**src/rtl/prf_pool_pkg.sv**
```systemverilog
package prf_pool_pkg;

  // Pool geometry shared by every module of the block.
  localparam int unsigned PREG_NUM  = 32;
  localparam int unsigned ALLOC_MAX = 4;
  localparam int unsigned TAG_W     = $clog2(PREG_NUM);
  localparam int unsigned REQ_W     = $clog2(ALLOC_MAX + 1);
  localparam int unsigned CNT_W     = $clog2(PREG_NUM + 1);

  typedef logic [TAG_W-1:0] pregTag_t;

  // Strobes sent from allocation control to the state datapath.
  typedef struct packed {
    logic                fire;
    logic [PREG_NUM-1:0] grantMask;
  } grantStrobe_t;

endpackage

```
**src/rtl/prf_pool_state.sv**
```systemverilog
module prf_pool_state
  import prf_pool_pkg::*;
#(
  parameter int unsigned ARCH_REGS = 16,
  parameter int unsigned READ_W    = 4,
  parameter int unsigned CKPT_W    = 3
) (
  input  logic                clk,
  input  logic                rstN,
  input  logic                wbValid,
  input  logic                wbNarrow,
  input  pregTag_t            wbTag,
  input  logic                commitRelValid,
  input  pregTag_t            commitRelTag,
  input  logic                readAddValid,
  input  pregTag_t            readAddTag,
  input  logic                readDoneValid,
  input  pregTag_t            readDoneTag,
  input  logic                ckptAddValid,
  input  pregTag_t            ckptAddTag,
  input  logic                ckptDropValid,
  input  pregTag_t            ckptDropTag,
  input  grantStrobe_t        strobe,
  output logic [PREG_NUM-1:0] availVec
);

  for (genvar gi = 0; gi < PREG_NUM; gi++) begin : g_reg
    localparam pregTag_t MY_TAG   = pregTag_t'(gi);
    localparam logic     IS_ARCH  = (gi < ARCH_REGS);

    logic              freeQ, completeQ, unmappedQ;
    logic [READ_W-1:0] readQ, readNext;
    logic [CKPT_W-1:0] ckptQ, ckptNext;
    logic              completeNext, unmappedNext;
    logic              wbHit, relHit, rdAddHit, rdDoneHit, ckAddHit, ckDropHit;
    logic              releaseNow, granted;

    assign wbHit     = wbValid        && (wbTag        == MY_TAG);
    assign relHit    = commitRelValid && (commitRelTag == MY_TAG);
    assign rdAddHit  = readAddValid   && (readAddTag   == MY_TAG);
    assign rdDoneHit = readDoneValid  && (readDoneTag  == MY_TAG);
    assign ckAddHit  = ckptAddValid   && (ckptAddTag   == MY_TAG);
    assign ckDropHit = ckptDropValid  && (ckptDropTag  == MY_TAG);

    // Merge this cycle's events before judging reuse.
    always_comb begin
      completeNext = completeQ | wbHit;
      unmappedNext = unmappedQ | relHit | (wbHit & wbNarrow);
      readNext     = readQ + {{(READ_W-1){1'b0}}, rdAddHit}
                           - {{(READ_W-1){1'b0}}, rdDoneHit};
      ckptNext     = ckptQ + {{(CKPT_W-1){1'b0}}, ckAddHit}
                           - {{(CKPT_W-1){1'b0}}, ckDropHit};
    end

    assign releaseNow = !freeQ && completeNext && unmappedNext &&
                        (readNext == '0) && (ckptNext == '0);
    assign availVec[gi] = freeQ | releaseNow;
    assign granted      = strobe.fire && strobe.grantMask[gi];

    always_ff @(posedge clk) begin
      if (!rstN) begin
        freeQ     <= !IS_ARCH;
        completeQ <= IS_ARCH;
        unmappedQ <= 1'b0;
        readQ     <= '0;
        ckptQ     <= '0;
      end else if (granted) begin
        freeQ     <= 1'b0;
        completeQ <= 1'b0;
        unmappedQ <= 1'b0;
        readQ     <= '0;
        ckptQ     <= '0;
      end else if (availVec[gi]) begin
        // Free (or freeing now): later events on it are ignored.
        freeQ     <= 1'b1;
        completeQ <= 1'b0;
        unmappedQ <= 1'b0;
        readQ     <= '0;
        ckptQ     <= '0;
      end else begin
        completeQ <= completeNext;
        unmappedQ <= unmappedNext;
        readQ     <= readNext;
        ckptQ     <= ckptNext;
      end
    end

    // a fresh grant leaves the register busy with clear flags.
    p_grant_clears_r10: assert property (@(posedge clk) disable iff (!rstN)
      granted |=> (!freeQ && !completeQ && !unmappedQ));

    // a free register stays free until it is granted.
    p_dup_release_r8: assert property (@(posedge clk) disable iff (!rstN)
      (freeQ && !granted) |=> freeQ);

    // nothing holds a register that sits in the pool.
    p_free_clean_r4: assert property (@(posedge clk) disable iff (!rstN)
      freeQ |-> ((readQ == '0) && (ckptQ == '0)));
  end

endmodule

```
**src/rtl/prf_pool_alloc.sv**
```systemverilog
module prf_pool_alloc
  import prf_pool_pkg::*;
(
  input  logic                         clk,
  input  logic                         rstN,
  input  logic [REQ_W-1:0]             allocReq,
  input  logic [PREG_NUM-1:0]          availVec,
  output grantStrobe_t                 strobe,
  output logic                         allocGrant,
  output logic [ALLOC_MAX*TAG_W-1:0]   allocTags,
  output logic                         allocStall
);

  pregTag_t            slotTag [ALLOC_MAX];
  logic [CNT_W-1:0]    availCount;
  logic [PREG_NUM-1:0] remain;
  logic                found;
  logic                tooMany;

  // Population count of the available pool.
  always_comb begin
    availCount = '0;
    for (int i = 0; i < PREG_NUM; i++) begin
      availCount = availCount + CNT_W'(availVec[i]);
    end
  end

  // Pick the lowest available registers, one per slot.
  always_comb begin
    remain = availVec;
    for (int k = 0; k < ALLOC_MAX; k++) begin
      slotTag[k] = '0;
      found      = 1'b0;
      for (int i = 0; i < PREG_NUM; i++) begin
        if (!found && remain[i]) begin
          slotTag[k] = pregTag_t'(i);
          found      = 1'b1;
        end
      end
      if (found) remain[slotTag[k]] = 1'b0;
    end
  end

  assign tooMany    = (allocReq > REQ_W'(ALLOC_MAX)) ||
                      (CNT_W'(allocReq) > availCount);
  assign allocStall = (allocReq != '0) && tooMany;
  assign allocGrant = (allocReq != '0) && !tooMany;

  always_comb begin
    strobe.fire      = allocGrant;
    strobe.grantMask = '0;
    allocTags        = '0;
    for (int k = 0; k < ALLOC_MAX; k++) begin
      if (allocGrant && (REQ_W'(k) < allocReq)) begin
        strobe.grantMask[slotTag[k]]     = 1'b1;
        allocTags[k*TAG_W +: TAG_W]      = slotTag[k];
      end
    end
  end

  // stall and grant never coincide.
  p_stall_exclusive_r3: assert property (@(posedge clk) disable iff (!rstN)
    allocStall |-> !allocGrant);

  // a grant consumes exactly the requested number of registers.
  p_grant_count_r2: assert property (@(posedge clk) disable iff (!rstN)
    allocGrant |-> ($countones(strobe.grantMask) == int'(allocReq)));

  // every consumed register came from the available pool.
  p_grant_in_pool_r2: assert property (@(posedge clk) disable iff (!rstN)
    allocGrant |-> ((strobe.grantMask & ~availVec) == '0));

endmodule

```
**src/rtl/prf_release_pool.sv**
```systemverilog
module prf_release_pool
  import prf_pool_pkg::*;
#(
  parameter int unsigned ARCH_REGS = 16,
  parameter int unsigned READ_W    = 4,
  parameter int unsigned CKPT_W    = 3
) (
  input  logic                       clk,
  input  logic                       rstN,
  input  logic [REQ_W-1:0]           allocReq,
  output logic                       allocGrant,
  output logic [ALLOC_MAX*TAG_W-1:0] allocTags,
  output logic                       allocStall,
  input  logic                       wbValid,
  input  logic                       wbNarrow,
  input  logic [TAG_W-1:0]           wbTag,
  input  logic                       commitRelValid,
  input  logic [TAG_W-1:0]           commitRelTag,
  input  logic                       readAddValid,
  input  logic [TAG_W-1:0]           readAddTag,
  input  logic                       readDoneValid,
  input  logic [TAG_W-1:0]           readDoneTag,
  input  logic                       ckptAddValid,
  input  logic [TAG_W-1:0]           ckptAddTag,
  input  logic                       ckptDropValid,
  input  logic [TAG_W-1:0]           ckptDropTag
);

  grantStrobe_t        strobe;
  logic [PREG_NUM-1:0] availVec;

  prf_pool_state #(
    .ARCH_REGS(ARCH_REGS),
    .READ_W   (READ_W),
    .CKPT_W   (CKPT_W)
  ) i_state (
    .clk           (clk),
    .rstN          (rstN),
    .wbValid       (wbValid),
    .wbNarrow      (wbNarrow),
    .wbTag         (wbTag),
    .commitRelValid(commitRelValid),
    .commitRelTag  (commitRelTag),
    .readAddValid  (readAddValid),
    .readAddTag    (readAddTag),
    .readDoneValid (readDoneValid),
    .readDoneTag   (readDoneTag),
    .ckptAddValid  (ckptAddValid),
    .ckptAddTag    (ckptAddTag),
    .ckptDropValid (ckptDropValid),
    .ckptDropTag   (ckptDropTag),
    .strobe        (strobe),
    .availVec      (availVec)
  );

  prf_pool_alloc i_alloc (
    .clk       (clk),
    .rstN      (rstN),
    .allocReq  (allocReq),
    .availVec  (availVec),
    .strobe    (strobe),
    .allocGrant(allocGrant),
    .allocTags (allocTags),
    .allocStall(allocStall)
  );

endmodule

```
**config.mk**
```make
export PLATFORM = sky130hd
export DESIGN_NAME = prf_release_pool
export DESIGN_NICKNAME = d
export VERILOG_FILES = /design/src/rtl/prf_pool_pkg.sv /design/src/rtl/prf_pool_state.sv /design/src/rtl/prf_pool_alloc.sv /design/src/rtl/prf_release_pool.sv
export SDC_FILE = /design/constraint.sdc
export NUM_CORES = 1
export LEC_CHECK = 0
export BUFFER_PORTS_ARGS = -buffer_cell sky130_fd_sc_hd__buf_2
export CORE_ASPECT_RATIO = 0.9
export CORE_MARGIN = 5
export CORE_UTILIZATION = 50
export CTS_CLUSTER_DIAMETER = 200
export DETAILED_ROUTE_END_ITERATION = 8
export PLACE_DENSITY = 0.66
export SETUP_SLACK_MARGIN = 0.3
export SLEW_MARGIN = 25
export SYNTH_ARGS = -nofsm -noshare
export SYNTH_HDL_FRONTEND = slang
export SYNTH_HIERARCHICAL = 1
export SYNTH_SLANG_ARGS = --single-unit
```
**constraint.sdc**
```tcl
create_clock -name clk -period 27.2 [get_ports clk]
set_clock_uncertainty 0.15 [all_clocks]
set_input_delay 2.72 -clock clk [delete_from_list [all_inputs] [get_ports clk]]
set_output_delay 2.72 -clock clk [all_outputs]
set_load 0.02 [all_outputs]
```
==> key figures <==
Run status
  • Status: complete, no violations

Placed design
  • Number of cells in the design after placement: around 3,700
  • Detailed placement HPWL: between 70 and 80 mm
  • Cell Area, Placed: 0.02576 sq mm
  • Global placer's final weighted congestion: between 1 and 1.5
  • Input/output buffers: 63
  • Dpl ws: ~11,000 ps

STA
  • Post-route setup TNS: 0 ps
  • Hold violation total from the final report: 0
  • Number of pins exceeding their max-slew limit in the final report: 0
  • Number of failing setup endpoints in the final timing report: 0
  • Slew of the pin with the lowest slew margin: 1099 ps
  • Max Clock Freq: 60.72 MHz
  • Setup repair after global routing missed its margin: false
  • Period utilisation layout: about three fifths
  • Shortest clock period the worst path allows after layout: 16,470 ps
  • Worst Hold Slack: roughly 320 ps
  • Worst setup margin: about 11,000 ps
  • Worst max-slew margin expressed relative to the limit: a little over a quarter

CTS
  • Cts bufs inserted: 37
  • CTS H-tree lvls: 2
  • Root buffer cell: sky130_fd_sc_hd__clkbuf_16
  • Clock-pin slew of the registers on the worst-case setup and hold paths: around 60 ps
  • Setup Fix Bufs, Post-CTS: 0
  • Sinks on Clock Net: 320
  • CTS hold repair buffers: 0
  • Maximum root-to-sink buffer count: 3
  • CTS tree: built
  • Post-CTS Resized: 0
  • Clk Latency, worst-skew pair: between 500 and 600 ps

Synthesis
  • Sequential-to-total area share from yosys stat: ~26%
  • Mapped cell area: approximately 0.025 sq mm
  • Synth area leaders: sky130_fd_sc_hd__dfxtp_1, sky130_fd_sc_hd__ha_1, sky130_fd_sc_hd__fa_1
  • Nets in the synthesized netlist: between 3,000 and 4,000
  • Dominant register cell in the synthesized netlist: sky130_fd_sc_hd__dfxtp_1
  • Total of warnings raised by yosys: 6
  • Async set-reset flop share out of synthesis: 0%
  • Gate count after technology mapping: 3,046
  • Number of synthesized flops with an enable pin: 0
  • Flop and latch count out of synthesis: 320
  • Biggest area consumer among synthesized cells: sky130_fd_sc_hd__dfxtp_1
  • Avg Synthesized Cell Area: between 8 and 9 sq um
  • Number of distinct standard cells referenced by the synthesized netlist: about 120
  • Share of the synthesized area in the top cell type: between 20% and 30%

Route
  • Starting DRC count in detailed routing: 2,384
  • Routed wire length: 93.07 mm
  • DR vias: around 23,000
  • Post-DRT Antenna Nets: 0
  • Pre-Repair DR Iteration Count: 6
  • DRC Markers: 0
  • Average wire length per cell after detail routing: approximately 25 microns
  • Detailed-route vias per instance: between 6 and 7

Critical path
  • Cells on worst reg2reg path: 39
  • Worst Path Arrival: around 14,000 ps
  • Category of cells accounting for the largest share of critical-path delay: adder cells
  • Type of the setup path with the least slack: in -> out
  • Nature of the critical path startpoint: input port
  • Cell with the biggest individual delay on the critical path: sky130_fd_sc_hd__nor3_1
  • Worst setup startpoint: readAddTag[4]
  • Critical Path Most Common Cell: sky130_fd_sc_hd__fa_1
  • Destination of the worst register-to-register timing path: i_state/g_reg[19].ckptQ[1]
  • Worst EP required: 24,330 ps
  • Max stage delay on crit path: about 700 ps
  • Setup slack on the worst flop-to-flop path: approximately 16,000 ps
  • Kind of end point of the critical path: output pin
  • Worst reg2reg path startpoint: i_state/g_reg[3].readQ[0]
  • CP max FO: 17
  • WP buf/inv: 10

Global routing
  • Global-route congestion overflow total: 0
  • Wire length of the first global-routing pass: around 140 mm
  • Global routing usage summed across all routing layers: between 30% and 40%
  • Number of global-route vias before repair: around 23,000
  • Largest net degree at the start of global routing: 40
  • Antenna violations before repair: 2

Layout
  • Layout fillers: 4,617
  • Post-layout instance count excluding filler cells: around 3,700
  • Share of cells above drive strength 1: a little under a tenth
  • Net total in the final layout: around 3,400
  • Layout overhead on the synthesized area: 8.313%
  • Final std cell area, no fill: 0.02690 sq mm
  • Final core occ: 54.74%

Floorplan
  • Core area: 0.04913 sq mm
  • Effective utilization at floorplan: approximately half
  • Width of the die: ~240 microns
  • Boundary Pins: 64
  • Height of the chip: around 220 microns
  • Row cnt: 77
  • Die area: 0.05423 sq mm

Worst hold path
  • Worst hold path class: reg -> reg
  • Endpoint, Worst Hold: i_state/g_reg[31].completeQ
  • Start point of the worst min-delay path: i_state/g_reg[31].completeQ
  • Number of cells on the worst hold path: 2

Power and ir drop
  • Largest vdd supply drop: 0.0001193 V
  • Pwr per Cell Area: between 70 and 80 mW/mm^2
  • Cell leakage power: about 11 nW
  • Total power after layout: 1.918 mW

Flow run
  • Max_cap viols: 0
[power by group]
group | internal, mW | leakage [nW] | switching, mW | total, mW
Combinational | 0.273 | 8.22 | 0.678 | 0.951
Clock | 0.272 | 0.554 | 0.202 | 0.474
Sequential | 0.485 | 2.59 | 0.00749 | 0.493
Total | 1.03 | 11.4 | 0.888 | 1.92
[synth_stat cells, types with 30 or more instances]
master	number
sky130_fd_sc_hd__a21oi_1	150
sky130_fd_sc_hd__fa_1	88
sky130_fd_sc_hd__nor3_1	101
sky130_fd_sc_hd__nand2b_1	38
sky130_fd_sc_hd__nand4_1	30
sky130_fd_sc_hd__and2_1	60
sky130_fd_sc_hd__xnor2_1	108
sky130_fd_sc_hd__clkbuf_1	61
sky130_fd_sc_hd__a21o_1	39
sky130_fd_sc_hd__dfxtp_1	320
sky130_fd_sc_hd__o31ai_1	31
sky130_fd_sc_hd__a31oi_1	30
sky130_fd_sc_hd__xor2_1	59
sky130_fd_sc_hd__nand2_1	224
sky130_fd_sc_hd__nor2b_1	64
sky130_fd_sc_hd__inv_1	332
sky130_fd_sc_hd__nor2_1	385
sky130_fd_sc_hd__o21ai_0	80
sky130_fd_sc_hd__ha_1	204
sky130_fd_sc_hd__nand3_1	87
[per-layer routing]
layer | routed length [microns] | track usage (%)
met3 | 9596 | 8.277
met4 | 3625 | 11.33
met1 | 40060 | 46.51
met5 | 96 | 1.248
met2 | 39680 | 49.75
[sequential cells by signal, summed over array words and instances, names as in the netlist]
signal               flops
i_state/g.freeQ         32
i_state/g.ckptQ         96
i_state/g.unmappedQ     32
i_state/g.completeQ     32
i_state/g.readQ        128
[worst register-to-register path: cells and delay by family (launching register included)]
kind | cells | cell delay (ps)
adder cells (fa/ha/maj) | 11 | 4750
AO/OA/AOI/OAI | 8 | 1800
multiplexers | 2 | 330
buffers and inverters | 8 | 1040
AND/OR/NAND/NOR | 10 | 2500
flip-flops | 1 | 310
[cells by family after synthesis]
kind of cell             count (synthesis)  share of synthesized area [%]
AND/OR/NAND/NOR                       1225                          25.66
multiplexers                             4                         0.1663
flip-flops                             320                          25.80
XOR/XNOR                               168                          5.981
buffers and inverters                  429                          6.832
adder cells (fa/ha/maj)                304                          17.86
AO/OA/AOI/OAI                          596                          17.70
[placed cells by master (no fill, tap or decap), types with 23 or more instances in the layout]
cell type | synthesis | final
sky130_fd_sc_hd__nor2_1 | 385 | 384
sky130_fd_sc_hd__inv_1 | 332 | 332
sky130_fd_sc_hd__dfxtp_1 | 320 | 320
sky130_fd_sc_hd__nand2_1 | 224 | 224
sky130_fd_sc_hd__ha_1 | 204 | 204
sky130_fd_sc_hd__a21oi_1 | 150 | 150
sky130_fd_sc_hd__xnor2_1 | 108 | 108
sky130_fd_sc_hd__nor3_1 | 101 | 101
sky130_fd_sc_hd__fa_1 | 88 | 88
sky130_fd_sc_hd__nand3_1 | 87 | 87
sky130_fd_sc_hd__o21ai_0 | 80 | 79
sky130_fd_sc_hd__nor2b_1 | 64 | 63
sky130_fd_sc_hd__buf_2 | 21 | 63
sky130_fd_sc_hd__and2_1 | 60 | 60
sky130_fd_sc_hd__xor2_1 | 59 | 59
sky130_fd_sc_hd__a21o_1 | 39 | 39
sky130_fd_sc_hd__nand2b_1 | 38 | 38
sky130_fd_sc_hd__clkbuf_16 | 0 | 37
sky130_fd_sc_hd__buf_4 | 6 | 36
sky130_fd_sc_hd__o31ai_1 | 31 | 31
sky130_fd_sc_hd__nand4_1 | 30 | 30
sky130_fd_sc_hd__a31oi_1 | 30 | 30
sky130_fd_sc_hd__or3_1 | 26 | 26
sky130_fd_sc_hd__o21a_1 | 23 | 23
[cell type report]
class	instances	area, sq um	share of cell area, %
repair buffers	100	590.6	2.196
flip-flops and latches	320	6406	23.82
diodes	4	10.01	0.03721
inverters	332	1246	4.633
multi-input cells	2297	16730	62.22
clock inverters	7	52.55	0.1954
clock buffers	53	1066	3.963
well taps	632	790.8	2.940
[worst max path at each step]
stage	endpoint	slack, ps	cells after the start
after floorplan	allocTags[13]	12920	35
after global placement	allocTags[13]	11150	38
after detailed placement	allocTags[13]	11030	38
after CTS	allocTags[13]	10930	38
after global routing	allocTags[13]	10320	38
final	allocTags[13]	10730	38
Note: power is estimated with default switching activity, not from simulation.
